==> src/rtl/wf_pkg.sv <==
package wf_pkg;

  localparam int FMT_W = 3;

  typedef enum logic [FMT_W-1:0] {
    FMT_NONRET = 3'd0,
    FMT_RZ     = 3'd1,
    FMT_RO     = 3'd2,
    FMT_RHZ    = 3'd3,
    FMT_RC     = 3'd4
  } wf_fmt_e;

endpackage

==> src/rtl/wf_tick_counter.sv <==
module wf_tick_counter #(
  parameter int PERIOD_TICKS = 50,
  parameter int TW = $clog2(PERIOD_TICKS + 1)
) (
  input  logic          clk,
  input  logic          rst_n,
  output logic [TW-1:0] tick_q,
  output logic [TW-1:0] tick_d,
  output logic          last_q
);

  localparam logic [TW-1:0] LAST_TICK = TW'(PERIOD_TICKS - 1);

  assign last_q = (tick_q == LAST_TICK);

  always_comb begin
    if (last_q) tick_d = '0;
    else        tick_d = tick_q + TW'(1);
  end

  always_ff @(posedge clk) begin
    if (!rst_n) tick_q <= '0;
    else        tick_q <= tick_d;
  end

endmodule

==> src/rtl/wf_vector_reg.sv <==
module wf_vector_reg
  import wf_pkg::*;
#(
  parameter int TW = 6
) (
  input  logic             clk,
  input  logic             rst_n,
  input  logic             load,
  input  logic             new_data,
  input  logic [FMT_W-1:0] new_fmt,
  input  logic [TW-1:0]    new_start,
  input  logic [TW-1:0]    new_end,
  output logic             cur_data,
  output logic [FMT_W-1:0] cur_fmt,
  output logic [TW-1:0]    cur_start,
  output logic [TW-1:0]    cur_end,
  output logic             nxt_data,
  output logic [FMT_W-1:0] nxt_fmt,
  output logic [TW-1:0]    nxt_start,
  output logic [TW-1:0]    nxt_end
);

  // Next-state view lets the output stage shape the coming tick in advance.
  always_comb begin
    if (load) begin
      nxt_data  = new_data;
      nxt_fmt   = new_fmt;
      nxt_start = new_start;
      nxt_end   = new_end;
    end else begin
      nxt_data  = cur_data;
      nxt_fmt   = cur_fmt;
      nxt_start = cur_start;
      nxt_end   = cur_end;
    end
  end

  always_ff @(posedge clk) begin
    if (!rst_n) begin
      cur_data  <= 1'b0;
      cur_fmt   <= FMT_RHZ;
      cur_start <= '0;
      cur_end   <= '0;
    end else begin
      cur_data  <= nxt_data;
      cur_fmt   <= nxt_fmt;
      cur_start <= nxt_start;
      cur_end   <= nxt_end;
    end
  end

endmodule

==> src/rtl/wf_shaper.sv <==
module wf_shaper
  import wf_pkg::*;
#(
  parameter int TW = 6
) (
  input  logic [TW-1:0]    tick,
  input  logic             data,
  input  logic [FMT_W-1:0] fmt,
  input  logic [TW-1:0]    win_start,
  input  logic [TW-1:0]    win_end,
  output logic             pin_val,
  output logic             pin_en
);

  logic    in_window;
  logic    use_window;
  logic    ret_val;
  logic    ret_en;
  wf_fmt_e fmt_e;

  assign in_window = (tick >= win_start) && (tick < win_end);

  always_comb begin
    fmt_e      = wf_fmt_e'(fmt);
    use_window = 1'b1;
    ret_val    = data;
    ret_en     = 1'b1;
    case (fmt_e)
      FMT_RZ:  ret_val = 1'b0;
      FMT_RO:  ret_val = 1'b1;
      FMT_RHZ: begin
        ret_val = 1'b0;
        ret_en  = 1'b0;
      end
      FMT_RC:  ret_val = ~data;
      default: use_window = 1'b0;
    endcase
  end

  always_comb begin
    if (!use_window || in_window) begin
      pin_val = data;
      pin_en  = 1'b1;
    end else begin
      pin_val = ret_val;
      pin_en  = ret_en;
    end
  end

endmodule

==> src/rtl/pin_wave_formatter.sv <==
module pin_wave_formatter
  import wf_pkg::*;
#(
  parameter int PERIOD_TICKS = 50,
  localparam int TW = $clog2(PERIOD_TICKS + 1)
) (
  input  logic             clk,
  input  logic             rst_n,
  input  logic             in_valid,
  output logic             in_ready,
  input  logic             in_data,
  input  logic [FMT_W-1:0] in_fmt,
  input  logic [TW-1:0]    in_start,
  input  logic [TW-1:0]    in_end,
  output logic             drv_val,
  output logic             drv_en
);

  logic [TW-1:0]    tick_q;
  logic [TW-1:0]    tick_d;
  logic             last_tick;
  logic             take;

  logic             act_data;
  logic [FMT_W-1:0] act_fmt;
  logic [TW-1:0]    act_start;
  logic [TW-1:0]    act_end;
  logic             nxt_data;
  logic [FMT_W-1:0] nxt_fmt;
  logic [TW-1:0]    nxt_start;
  logic [TW-1:0]    nxt_end;

  logic             shp_val;
  logic             shp_en;

  wf_tick_counter #(
    .PERIOD_TICKS(PERIOD_TICKS),
    .TW          (TW)
  ) u_tick (
    .clk   (clk),
    .rst_n (rst_n),
    .tick_q(tick_q),
    .tick_d(tick_d),
    .last_q(last_tick)
  );

  assign in_ready = last_tick;
  assign take     = in_valid && last_tick;

  wf_vector_reg #(
    .TW(TW)
  ) u_vec (
    .clk      (clk),
    .rst_n    (rst_n),
    .load     (take),
    .new_data (in_data),
    .new_fmt  (in_fmt),
    .new_start(in_start),
    .new_end  (in_end),
    .cur_data (act_data),
    .cur_fmt  (act_fmt),
    .cur_start(act_start),
    .cur_end  (act_end),
    .nxt_data (nxt_data),
    .nxt_fmt  (nxt_fmt),
    .nxt_start(nxt_start),
    .nxt_end  (nxt_end)
  );

  // Shape the tick about to start so the pin level leaves a flop.
  wf_shaper #(
    .TW(TW)
  ) u_shape (
    .tick     (tick_d),
    .data     (nxt_data),
    .fmt      (nxt_fmt),
    .win_start(nxt_start),
    .win_end  (nxt_end),
    .pin_val  (shp_val),
    .pin_en   (shp_en)
  );

  always_ff @(posedge clk) begin
    if (!rst_n) begin
      drv_val <= 1'b0;
      drv_en  <= 1'b0;
    end else begin
      drv_val <= shp_val;
      drv_en  <= shp_en;
    end
  end

endmodule

==> config.mk <==
export PLATFORM = sky130hd
export DESIGN_NAME = pin_wave_formatter
export DESIGN_NICKNAME = d
export VERILOG_FILES = /design/src/rtl/wf_pkg.sv /design/src/rtl/wf_tick_counter.sv /design/src/rtl/wf_vector_reg.sv /design/src/rtl/wf_shaper.sv /design/src/rtl/pin_wave_formatter.sv
export SDC_FILE = /design/constraint.sdc
export NUM_CORES = 1
export LEC_CHECK = 0
export ABC_AREA = 1
export BUFFER_PORTS_ARGS = -buffer_cell sky130_fd_sc_hd__buf_2
export CORE_ASPECT_RATIO = 1.5
export CORE_MARGIN = 2
export CORE_UTILIZATION = 50
export CTS_CLUSTER_DIAMETER = 30
export CTS_CLUSTER_SIZE = 10
export DETAILED_ROUTE_END_ITERATION = 16
export GPL_TIMING_DRIVEN = 1
export PLACE_DENSITY = 0.72
export SYNTH_ARGS = -nofsm -noshare
export SYNTH_HDL_FRONTEND = slang
export SYNTH_SLANG_ARGS = --single-unit
export TNS_END_PERCENT = 1
==> constraint.sdc <==
create_clock -name clk -period 2.7 [get_ports clk]
set_input_delay 0.135 -clock clk [delete_from_list [all_inputs] [get_ports clk]]
set_output_delay 0.135 -clock clk [all_outputs]
set_load 0.005 [all_outputs]
==> results of run 1 <==
[cells by family after synthesis]
logic type | count (synthesis) | share of synthesized area
AOI/OAI and AO/OA | 13 | 0.0639
xor gates and xnor gates | 1 | 0.0119
adders and majority gates | 13 | 0.119
buffers and inverters | 30 | 0.0840
DFF | 24 | 0.351
muxes | 10 | 0.0731
and+or+nand+nor | 84 | 0.298
[area by class of cell]
class                      instances  area, sq um
fill                             261         1030
multi-input combinational        122          808
sequential                        24          480
timing repair buffer              26          143
inverter                          26         98.8
tap                               37         46.3
clock buffer                       3         41.3
[power breakdown]
part | leakage [uW] | internal, uW | total (uW) | switching (uW)
registers | 0.000194 | 362 | 367 | 4.85
logic | 0.000665 | 41.0 | 92.1 | 51.0
clock network | 0.0000216 | 99.6 | 202 | 103
[metrics by stage]
stage,utilization,instances,hold WS [ns],power (uW)
5_1_grt,0.611,238,0.0946,697
3_5_place_dp,0.571,230,0.356,462
2_1_floorplan,-,175,0.204,432
4_1_cts,0.587,233,0.0791,665
6_report,0.611,238,0.0864,661
3_3_place_gp,0.571,230,0.350,460
[registers in the layout, summed over array words and instances, names as in the netlist]
register and count:
u_vec.cur_start 6, drv_en 1, u_vec.cur_data 1, u_vec.cur_fmt 3, u_vec.cur_end 6, u_tick.tick_q 6
drv_val 1
[metal layers]
| layer | wire [um] | up-vias | GRT usage | share of wire |
|---|---|---|---|---|
| li1 | - | 627 | - | - |
| met1 | 1190 | 545 | 0.206 | 0.42 |
| met2 | 1460 | 28 | 0.344 | 0.52 |
| met3 | 99 | 7 | 0.0290 | 0.035 |
| met4 | 62 | 0 | 0.0833 | 0.022 |
| met5 | 0 | - | 0 | 0 |
[repair_timing]
item | 4_1_cts | 5_1_grt
gates resized for setup | 0 | 5
endpoints found under the setup margin | 0 | 2
hold buffers | 0 | 0
setup buffers | 0 | 4
[Yosys cell counts (all sizes together)]
master / count / area, sq um
buf: 1 / 5.00
clkinv: 2 / 8.75
and3: 1 / 6.26
nor2: 25 / 118
a211oi: 2 / 15.0
nand4: 7 / 43.8
dfxtp: 24 / 480
o2111ai: 1 / 8.76
a21oi: 7 / 35.0
inv: 24 / 90.1
nor4: 3 / 18.8
xor2: 1 / 16.3
ha: 13 / 163
or2: 1 / 6.26
mux2i: 10 / 100
nor3: 6 / 30.0
nand3: 7 / 47.6
o21ai: 2 / 21.3
o211ai: 1 / 7.51
clkbuf: 3 / 11.3
nand2: 34 / 138
[critical path, stage by stage, from the launching register on]
cell and delay [ns]:
dfxtp_1 0.36, inv_1 0.05, ha_1 0.18, nand2_2 0.11
nor2_8 0.06, nand3_4 0.14, clkinv_2 0.14, or2_2 0.29
inv_1 0.08, a21oi_1 0.05, ha_1 0.17, nor2_1 0.12
o211ai_1 0.09, o2111ai_1 0.09, nand3_1 0.15, a21oi_1 0.15
nor2_1 0.06
[worst max path at each step]
stage / startpoint / to / slack, ns / cells after the start
2_1_floorplan: u_tick.tick_q[1]$_SDFF_PN0_ / drv_val$_SDFF_PN0_ / 0.38 / 14
3_3_place_gp: u_tick.tick_q[1]$_SDFF_PN0_ / drv_val$_SDFF_PN0_ / 0.28 / 15
3_5_place_dp: u_tick.tick_q[1]$_SDFF_PN0_ / drv_val$_SDFF_PN0_ / 0.21 / 15
4_1_cts: u_tick.tick_q[1]$_SDFF_PN0_ / drv_val$_SDFF_PN0_ / 0.20 / 16
5_1_grt: u_tick.tick_q[1]$_SDFF_PN0_ / drv_val$_SDFF_PN0_ / 0.03 / 17
6_report: u_tick.tick_q[1]$_SDFF_PN0_ / drv_val$_SDFF_PN0_ / 0.32 / 16
==> impl_metrics.json, run 1 <==
{
  "final_common_cell": "nand2_1",
  "setup_slack_ns": 0.321,
  "cts_max_path_buffers": 2,
  "place_congestion": 0.875,
  "rows": 23,
  "yosysSeqAreaShare": 0.351,
  "stdcell_area_sq_mm": 0.00162,
  "core_area_sq_mm": 0.00265,
  "dp_hpwl_um": 2120,
  "initial_utilization": 0.517,
  "nNetsFinal": 235,
  "fin_crit_sh": 0.881,
  "io_pins": 22,
  "dr.pass1.iters": 4,
  "antenna_found_initial": 0,
  "finalHoldViolCount": 0,
  "cp.arrival_ns": 2.54,
  "p_leak_uw": 0.000881,
  "portBuffers": 21,
  "vias": 1207,
  "avgSynthCellArea_sq_um": 7.83,
  "required_ns": 2.86,
  "powerDensity_mw_per_mm2": 409,
  "grt_max_degree": 22,
  "fp.dieArea_sq_mm": 0.00318,
  "cts.clk_slew.worst_paths_ns": 0.08,
  "gr-total-overflow": 0,
  "status": "finished clean",
  "rsz0062_at_grt": "false",
  "detail-route-antenna-nets": 0,
  "hold_depth": 2,
  "synth_nets": 207,
  "num_antenna_cells": 0,
  "vias_per_cell": 5.07,
  "critPathKind": "register to register",
  "drv_cap": 0,
  "min_to": "u_vec.cur_fmt[0]$_SDFF_PN1_",
  "grt_pass1_wl_um": 4320,
  "wl_per_cell_um": 11.8,
  "area_growth_pct": 18.1,
  "root_buffer": "clkbuf_8",
  "hp-start": "rst_n",
  "final_cell_mix": "nand2_1, dfxtp_1, inv_1, nor2_1, buf_2",
  "initialDrtViolationCount": 28,
  "irDropWorstVdd_mv": 0.373,
  "drc": 0,
  "postRouteWirelength_um": 2810,
  "grt_pass1_vias": 1057,
  "r2r_cells": 16,
  "ys_warn_count": 0,
  "die_x_um": 46.7,
  "final.setup_skew_ns": 0.00412,
  "start_kind": "register",
  "die_h_um": 68.1,
  "ys_ff_latch": 24,
  "grt_util_all_layers": 0.189,
  "htree_levels": 1,
  "fmax_mhz": 420,
  "slew_violations": 0,
  "min-delay-path-class": "input pin to register",
  "cp-end-kind": "register",
  "post_dp_cell_area_sq_mm": 0.00151,
  "setup_tns_ns": 0,
  "tightest_slew_ns": 0.641,
  "dp_slack_ns": 0.213,
  "synthCells": 175,
  "synth_cell_types": 28,
  "regToRegEndpoint": "drv_val$_SDFF_PN0_",
  "crit_path_max_fanout": 9,
  "clkLatencyLatePin_ns": 0.26,
  "reg2reg_setup_slack_ns": 0.32,
  "min_period_ns": 2.38,
  "layout-drive-gt1-share": 0.234,
  "numCtsBuffers": 3,
  "timing.rr.start": "u_tick.tick_q[1]$_SDFF_PN0_",
  "slew_headroom": 0.572,
  "setup_viol": 0,
  "cts.sinks": 24,
  "tritoncts": "done",
  "netlist_area_sq_mm": 0.00137
}
(Power assumes the default switching activity.)
==> inputs of run 2 (changes only) <==
CELL_PAD_IN_SITES_DETAIL_PLACEMENT = 1   (was unset)
CELL_PAD_IN_SITES_GLOBAL_PLACEMENT = 1   (was unset)
CORE_UTILIZATION = 40   (was 50)
MAX_ROUTING_LAYER = met4   (was unset)
PLACE_DENSITY = unset   (was 0.72)
PLACE_DENSITY_LB_ADDON = 0.1   (was unset)
==> impl_metrics.json, run 2 (same netlist as run 1, synthesis figures left out) <==
{
  "gr-usage-met1": 0.209,
  "final.setup_skew_ns": 0.00624,
  "crit_path_max_fanout": 9,
  "slew_headroom": 0.551,
  "ctsHoldBuffers": 0,
  "grt_max_degree": 22,
  "swShare": 0.234,
  "clkLatencyLatePin_ns": 0.27,
  "dp_hpwl_um": 2690,
  "gr-total-overflow": 0,
  "setup_slack_ns": 0.222,
  "cts_max_path_buffers": 2,
  "finish.utilization": 0.495,
  "core_area_sq_mm": 0.00335,
  "dr.pass1.iters": 4,
  "reg_top3": "u_tick.tick_q: 6 flops, u_vec.cur_end: 6 flops, u_vec.cur_start: 6 flops",
  "power.switching_uw": 183,
  "root_buffer": "clkbuf_8",
  "numCtsBuffers": 3,
  "initialDrtViolationCount": 11,
  "min_period_ns": 2.48,
  "fp.dieArea_sq_mm": 0.00392,
  "total_power_uw": 783,
  "initial_utilization": 0.409,
  "postRouteWirelength_um": 3500,
  "final_cell_mix": "nand2_1, dfxtp_1, inv_1, nor2_1, buf_2",
  "combPwrFrac": 0.120,
  "wl_per_cell_um": 14.2,
  "cp.arrival_ns": 2.65,
  "io_pins": 22,
  "slew_violations": 0,
  "powerDensity_mw_per_mm2": 472,
  "finalNonFillerCells": 246,
  "antenna_found_initial": 0,
  "layout-drive-gt1-share": 0.245,
  "rows": 26,
  "busiest_layer": "met2",
  "tritoncts": "done",
  "detail-route-antenna-nets": 0,
  "num_antenna_cells": 0,
  "final_common_cell": "nand2_1",
  "post_dp_cell_area_sq_mm": 0.00152,
  "min-delay-path-class": "input pin to register",
  "intPower_uw": 600,
  "vias": 1222,
  "grtUsageMet3": 0.0235,
  "use_met2": 0.375,
  "htree_levels": 1,
  "clock_power_share": 0.411,
  "critPathKind": "register to register",
  "tightest_slew_ns": 0.672,
  "p_seq_frac": 0.469,
  "finalHoldViolCount": 0,
  "required_ns": 2.87,
  "dp_slack_ns": 0.106,
  "irDropWorstVdd_mv": 0.344,
  "stdcell_area_sq_mm": 0.00166,
  "place_inst": 235,
  "vias_per_cell": 4.97,
  "setup_viol": 0,
  "start_kind": "register",
  "place_congestion": 0.769,
  "fmax_mhz": 404,
  "grt_pass1_wl_um": 5570,
  "grt_pass1_vias": 1235,
  "die_x_um": 51.8,
  "drv_cap": 0,
  "fillers": 433,
  "die_h_um": 75.7,
  "grt_util_all_layers": 0.198,
  "area_growth_pct": 21.0,
  "nNetsFinal": 237,
  "p_leak_uw": 0.000907,
  "cp-end-kind": "register",
  "cts.sinks": 24,
  "status": "finished clean",
  "drc": 0,
  "cts.clk_slew.worst_paths_ns": 0.09,
  "fin_crit_sh": 0.918,
  "portBuffers": 21
}
==> run 2: power groups by stage <==
| stage | Clock [uW] | Sequential (uW) | Combinational [uW] |
|---|---|---|---|
| after floorplan | 0 | 375 | 56.7 |
| after global placement | 0 | 375 | 87.3 |
| after detailed placement | 0 | 376 | 93.1 |
| after CTS | 332 | 368 | 93.4 |
| after global routing | 342 | 369 | 109 |
| final | 322 | 367 | 93.9 |
==> run 2: critical path: stages (launching register included) <==
cell and delay, ns:
dfxtp_1 0.40, ha_1 0.18, nand2_2 0.08, nor2_8 0.16
nand3_4 0.19, buf_4 0.20, mux2i_1 0.19, ha_1 0.28
nand2_1 0.09, nor2_1 0.05, a211oi_1 0.17, nand3_1 0.16
a21oi_1 0.16, nor2_1 0.06
==> run 2: metal layers <==
metal,wire [um],vias up
met4,41,0
li1,-,630
met5,0,-
met1,1380,572
met3,59,4
met2,2020,16
==> run 2: final cells by class <==
class	count	area, sq um	area share
multi-input cells	122	797	0.481
repair buffers	28	158	0.0951
well taps	42	52.6	0.0317
inverters	26	98.8	0.0596
flip-flops and latches	24	480	0.290
clock buffers	3	41.3	0.0249
clock inverters	1	30.0	0.0181
==> run 2: path summary, 6_finish.rpt <==
kind / startpoint / to / slack [ns] / depth (start not counted)
setup / recovery: u_tick.tick_q[0]$_SDFF_PN0_ / drv_val$_SDFF_PN0_ / 0.22 / 13
hold / removal: rst_n / u_vec.cur_fmt[0]$_SDFF_PN1_ / 0.09 / 2
setup reg to reg: u_tick.tick_q[0]$_SDFF_PN0_ / drv_val$_SDFF_PN0_ / 0.22 / 13
hold reg to reg: u_vec.cur_end[2]$_SDFF_PN0_ / u_vec.cur_end[2]$_SDFF_PN0_ / 0.51 / 2
==> run 2: metrics by stage <==
step,hold slack (ns),TNS [ns]
2_1_floorplan,0.204,0
3_3_place_gp,0.354,0
3_5_place_dp,0.369,0
4_1_cts,0.0874,0
5_1_grt,0.0838,-0.000298
6_report,0.0899,0
==> run 2: what timing repair did <==
action,CTS,global route
endpoints found under the hold margin,0,0
buffers inserted,0,6
gates resized for setup,0,4
endpoints found under the setup margin,0,2
==> inputs of run 3 (changes only) <==
ABC_AREA = unset   (was 1)
CORE_UTILIZATION = 43   (was 40)
CTS_BUF_LIST = sky130_fd_sc_hd__clkbuf_4   (was unset)
==> impl_metrics.json, run 3 <==
{
  "status": "finished clean",
  "fillers": 378,
  "min_to": "u_vec.cur_fmt[0]$_SDFF_PN1_",
  "slew_violations": 0,
  "synthTopCellsByArea": "dfxtp_1, ha_1, mux2i_1",
  "yosysSeqAreaShare": 0.369,
  "synth_compound_area_frac": 0.115,
  "muxShareOfSynthArea": 0.0845,
  "synth_edf_count": 0,
  "synthTopCellsByCount": "dfxtp_1, nand2_1, ha_1, nor2b_1, mux2i_1",
  "dp_slack_ns": -0.0767,
  "synth-xor-area-share": 0.0336,
  "synth_top_family_by_area": "simple AND/OR/NAND/NOR gates",
  "synthCells": 143,
  "initialDrtViolationCount": 14,
  "vias": 1098,
  "tightest_slew_ns": 0.431,
  "path_cells": "inv_1, ha_1, and4bb_4, and2_2, nor2_1, ha_1, nand2_1, o21ai_0, nand4_1, a21oi_2, nand2_1, a21boi_0",
  "vias_per_cell": 5.38,
  "drv_cap": 0,
  "gr-total-overflow": 0,
  "dp_hpwl_um": 2500,
  "numCtsBuffers": 3,
  "grt_max_degree": 25,
  "tritoncts": "done",
  "core_area_sq_mm": 0.00291,
  "finish.utilization": 0.514,
  "nNetsFinal": 199,
  "root_buffer": "clkbuf_4",
  "dr.pass1.iters": 4,
  "place_inst": 201,
  "irDropWorstVdd_mv": 0.373,
  "hp-start": "in_fmt[0]",
  "rows": 24,
  "synthSimpleGateAreaFrac": 0.245,
  "ys_ff_latch": 24,
  "powerDensity_mw_per_mm2": 412,
  "final.setup_skew_ns": 0.00700,
  "slowest_delay_ns": 0.39,
  "synth_cell_types": 29,
  "min_period_ns": 2.50,
  "final_common_cell": "dfxtp_1",
  "cts.clk_slew.worst_paths_ns": 0.13,
  "fin_crit_sh": 0.924,
  "rsz0062_at_grt": "false",
  "portBuffers": 21,
  "setup_tns_ns": 0,
  "reg_top3": "u_tick.tick_q: 6 flops, u_vec.cur_end: 6 flops, u_vec.cur_start: 6 flops",
  "setup_slack_ns": 0.205,
  "synth.most_common_cell": "dfxtp_1",
  "final_cell_mix": "dfxtp_1, buf_2, nand2_1",
  "crit_path_max_fanout": 5,
  "die_h_um": 71.4,
  "crit_slowest_cell": "dfxtp_1",
  "grt_util_all_layers": 0.210,
  "wl_per_cell_um": 15.6,
  "drc": 0,
  "grt_pass1_vias": 1165,
  "hold_depth": 3,
  "finalNonFillerCells": 204,
  "regToRegEndpoint": "drv_en$_SDFF_PN0_",
  "ys_warn_count": 0,
  "finalHoldViolCount": 0,
  "critPathKind": "register to register",
  "async_reset_ff_frac": 0,
  "p_leak_uw": 0.000707,
  "cp-end-kind": "register",
  "place_congestion": 0.805,
  "fmax_mhz": 401,
  "synth_largest_area_cell": "dfxtp_1",
  "initial_utilization": 0.447,
  "cp.arrival_ns": 2.75,
  "fp.dieArea_sq_mm": 0.00349,
  "cts_max_path_buffers": 2,
  "slew_headroom": 0.711,
  "io_pins": 22,
  "area_growth_pct": 14.9,
  "synth_top_area_frac": 0.369,
  "required_ns": 2.95,
  "antenna_found_initial": 0,
  "detail-route-antenna-nets": 0,
  "htree_levels": 1,
  "postCtsSetupBuffers": 0,
  "synth_adder_area_share": 0.125,
  "min-delay-path-class": "input pin to register",
  "hold_ws_ns": 0.0924,
  "postRouteWirelength_um": 3190,
  "grt_pass1_wl_um": 5450,
  "timing.rr.start": "u_tick.tick_q[1]$_SDFF_PN0_",
  "layout-drive-gt1-share": 0.218,
  "synth_nets": 175,
  "synth_top_flop_cell": "dfxtp_1",
  "netlist_area_sq_mm": 0.00130,
  "die_x_um": 48.9,
  "reg2reg_setup_slack_ns": 0.20,
  "clkLatencyLatePin_ns": 0.32,
  "num_antenna_cells": 0,
  "avgSynthCellArea_sq_um": 9.11,
  "start_kind": "register",
  "setup_viol": 0,
  "r2r_cells": 12,
  "cts.sinks": 24
}
-- run 3: cell types whose count changed after synthesis, moves of 3 or more --
cell	previous run	this run
nor2_1	23	4
inv_1	22	4
nand2_1	30	18
nor2b_1	0	12
and2_1	0	9
nand4_1	7	2
o21ai_0	1	6
a21boi_0	0	4
nand2_2	4	0
nor3_1	6	2
xnor2_1	0	4
nor4_1	3	0
-- run 3: kinds of logic after synthesis --
logic type,after synthesis
AOI/OAI and AO/OA,23
muxes,11
buffers and inverters,9
DFF,24
and+or+nand+nor,58
xor gates and xnor gates,5
adders and majority gates,13
-- run 3: stage by stage --
stage | power (uW) | instance area [sq um]
global placement | 454 | 1460
global route | 649 | 1500
CTS | 623 | 1480
finish | 616 | 1500
floorplan | 424 | 1300
detailed placement | 460 | 1460
-- run 3: critical path: cells and delay by family, from the launching register on --
| kind | cells | cell delay (ns) |
|---|---|---|
| AND/OR/NAND/NOR | 6 | 1.06 |
| flip-flops | 1 | 0.39 |
| buffers and inverters | 1 | 0.06 |
| adder cells (fa/ha/maj) | 2 | 0.37 |
| AO/OA/AOI/OAI | 3 | 0.56 |
-- run 3: repair_timing --
| action | in CTS | in global routing |
|---|---|---|
| pin swaps | 0 | 0 |
| hold buffers | 0 | 0 |
| setup endpoints to repair | 2 | 2 |
| resized for setup | 1 | 5 |
| gates cloned | 0 | 0 |
-- run 3: worst max-delay path by stage --
| stage | start | end | slack, ns | cells past startpoint |
|---|---|---|---|---|
| after floorplan | u_tick.tick_q[1]$_SDFF_PN0_ | drv_val$_SDFF_PN0_ | 0.33 | 12 |
| after global placement | u_tick.tick_q[0]$_SDFF_PN0_ | drv_val$_SDFF_PN0_ | 0.06 | 11 |
| after detailed placement | u_tick.tick_q[0]$_SDFF_PN0_ | drv_val$_SDFF_PN0_ | -0.08 | 11 |
| after CTS | u_tick.tick_q[0]$_SDFF_PN0_ | drv_en$_SDFF_PN0_ | 0.04 | 11 |
| after global routing | u_tick.tick_q[1]$_SDFF_PN0_ | drv_en$_SDFF_PN0_ | 0.003 | 12 |
| final | u_tick.tick_q[1]$_SDFF_PN0_ | drv_en$_SDFF_PN0_ | 0.20 | 12 |
-- run 3: where the power goes --
group | leakage, uW | internal (uW) | switching [uW]
sequential | 0.000194 | 360 | 4.98
combinational | 0.000499 | 41.2 | 47.9
clock | 0.0000138 | 52.4 | 109
total | 0.000707 | 454 | 162
-- run 3: cell type report --
| type | instances | area [sq um] | share of cell area |
|---|---|---|---|
| multi-input cells | 110 | 801 | 0.535 |
| clock buffers | 3 | 22.5 | 0.0151 |
| inverters | 4 | 15.0 | 0.0100 |
| repair buffers | 24 | 128 | 0.0853 |
| flip-flops and latches | 24 | 482 | 0.322 |
| well taps | 39 | 48.8 | 0.0326 |
-- run 3: routing by layer --
metal / vias up / share of wire / track usage
met3: 8 / 0.030 / 0.0313
met1: 536 / 0.39 / 0.231
met5: - / 0 / -
met4: 0 / 0.026 / 0.0857
li1: 534 / - / -
met2: 20 / 0.55 / 0.376
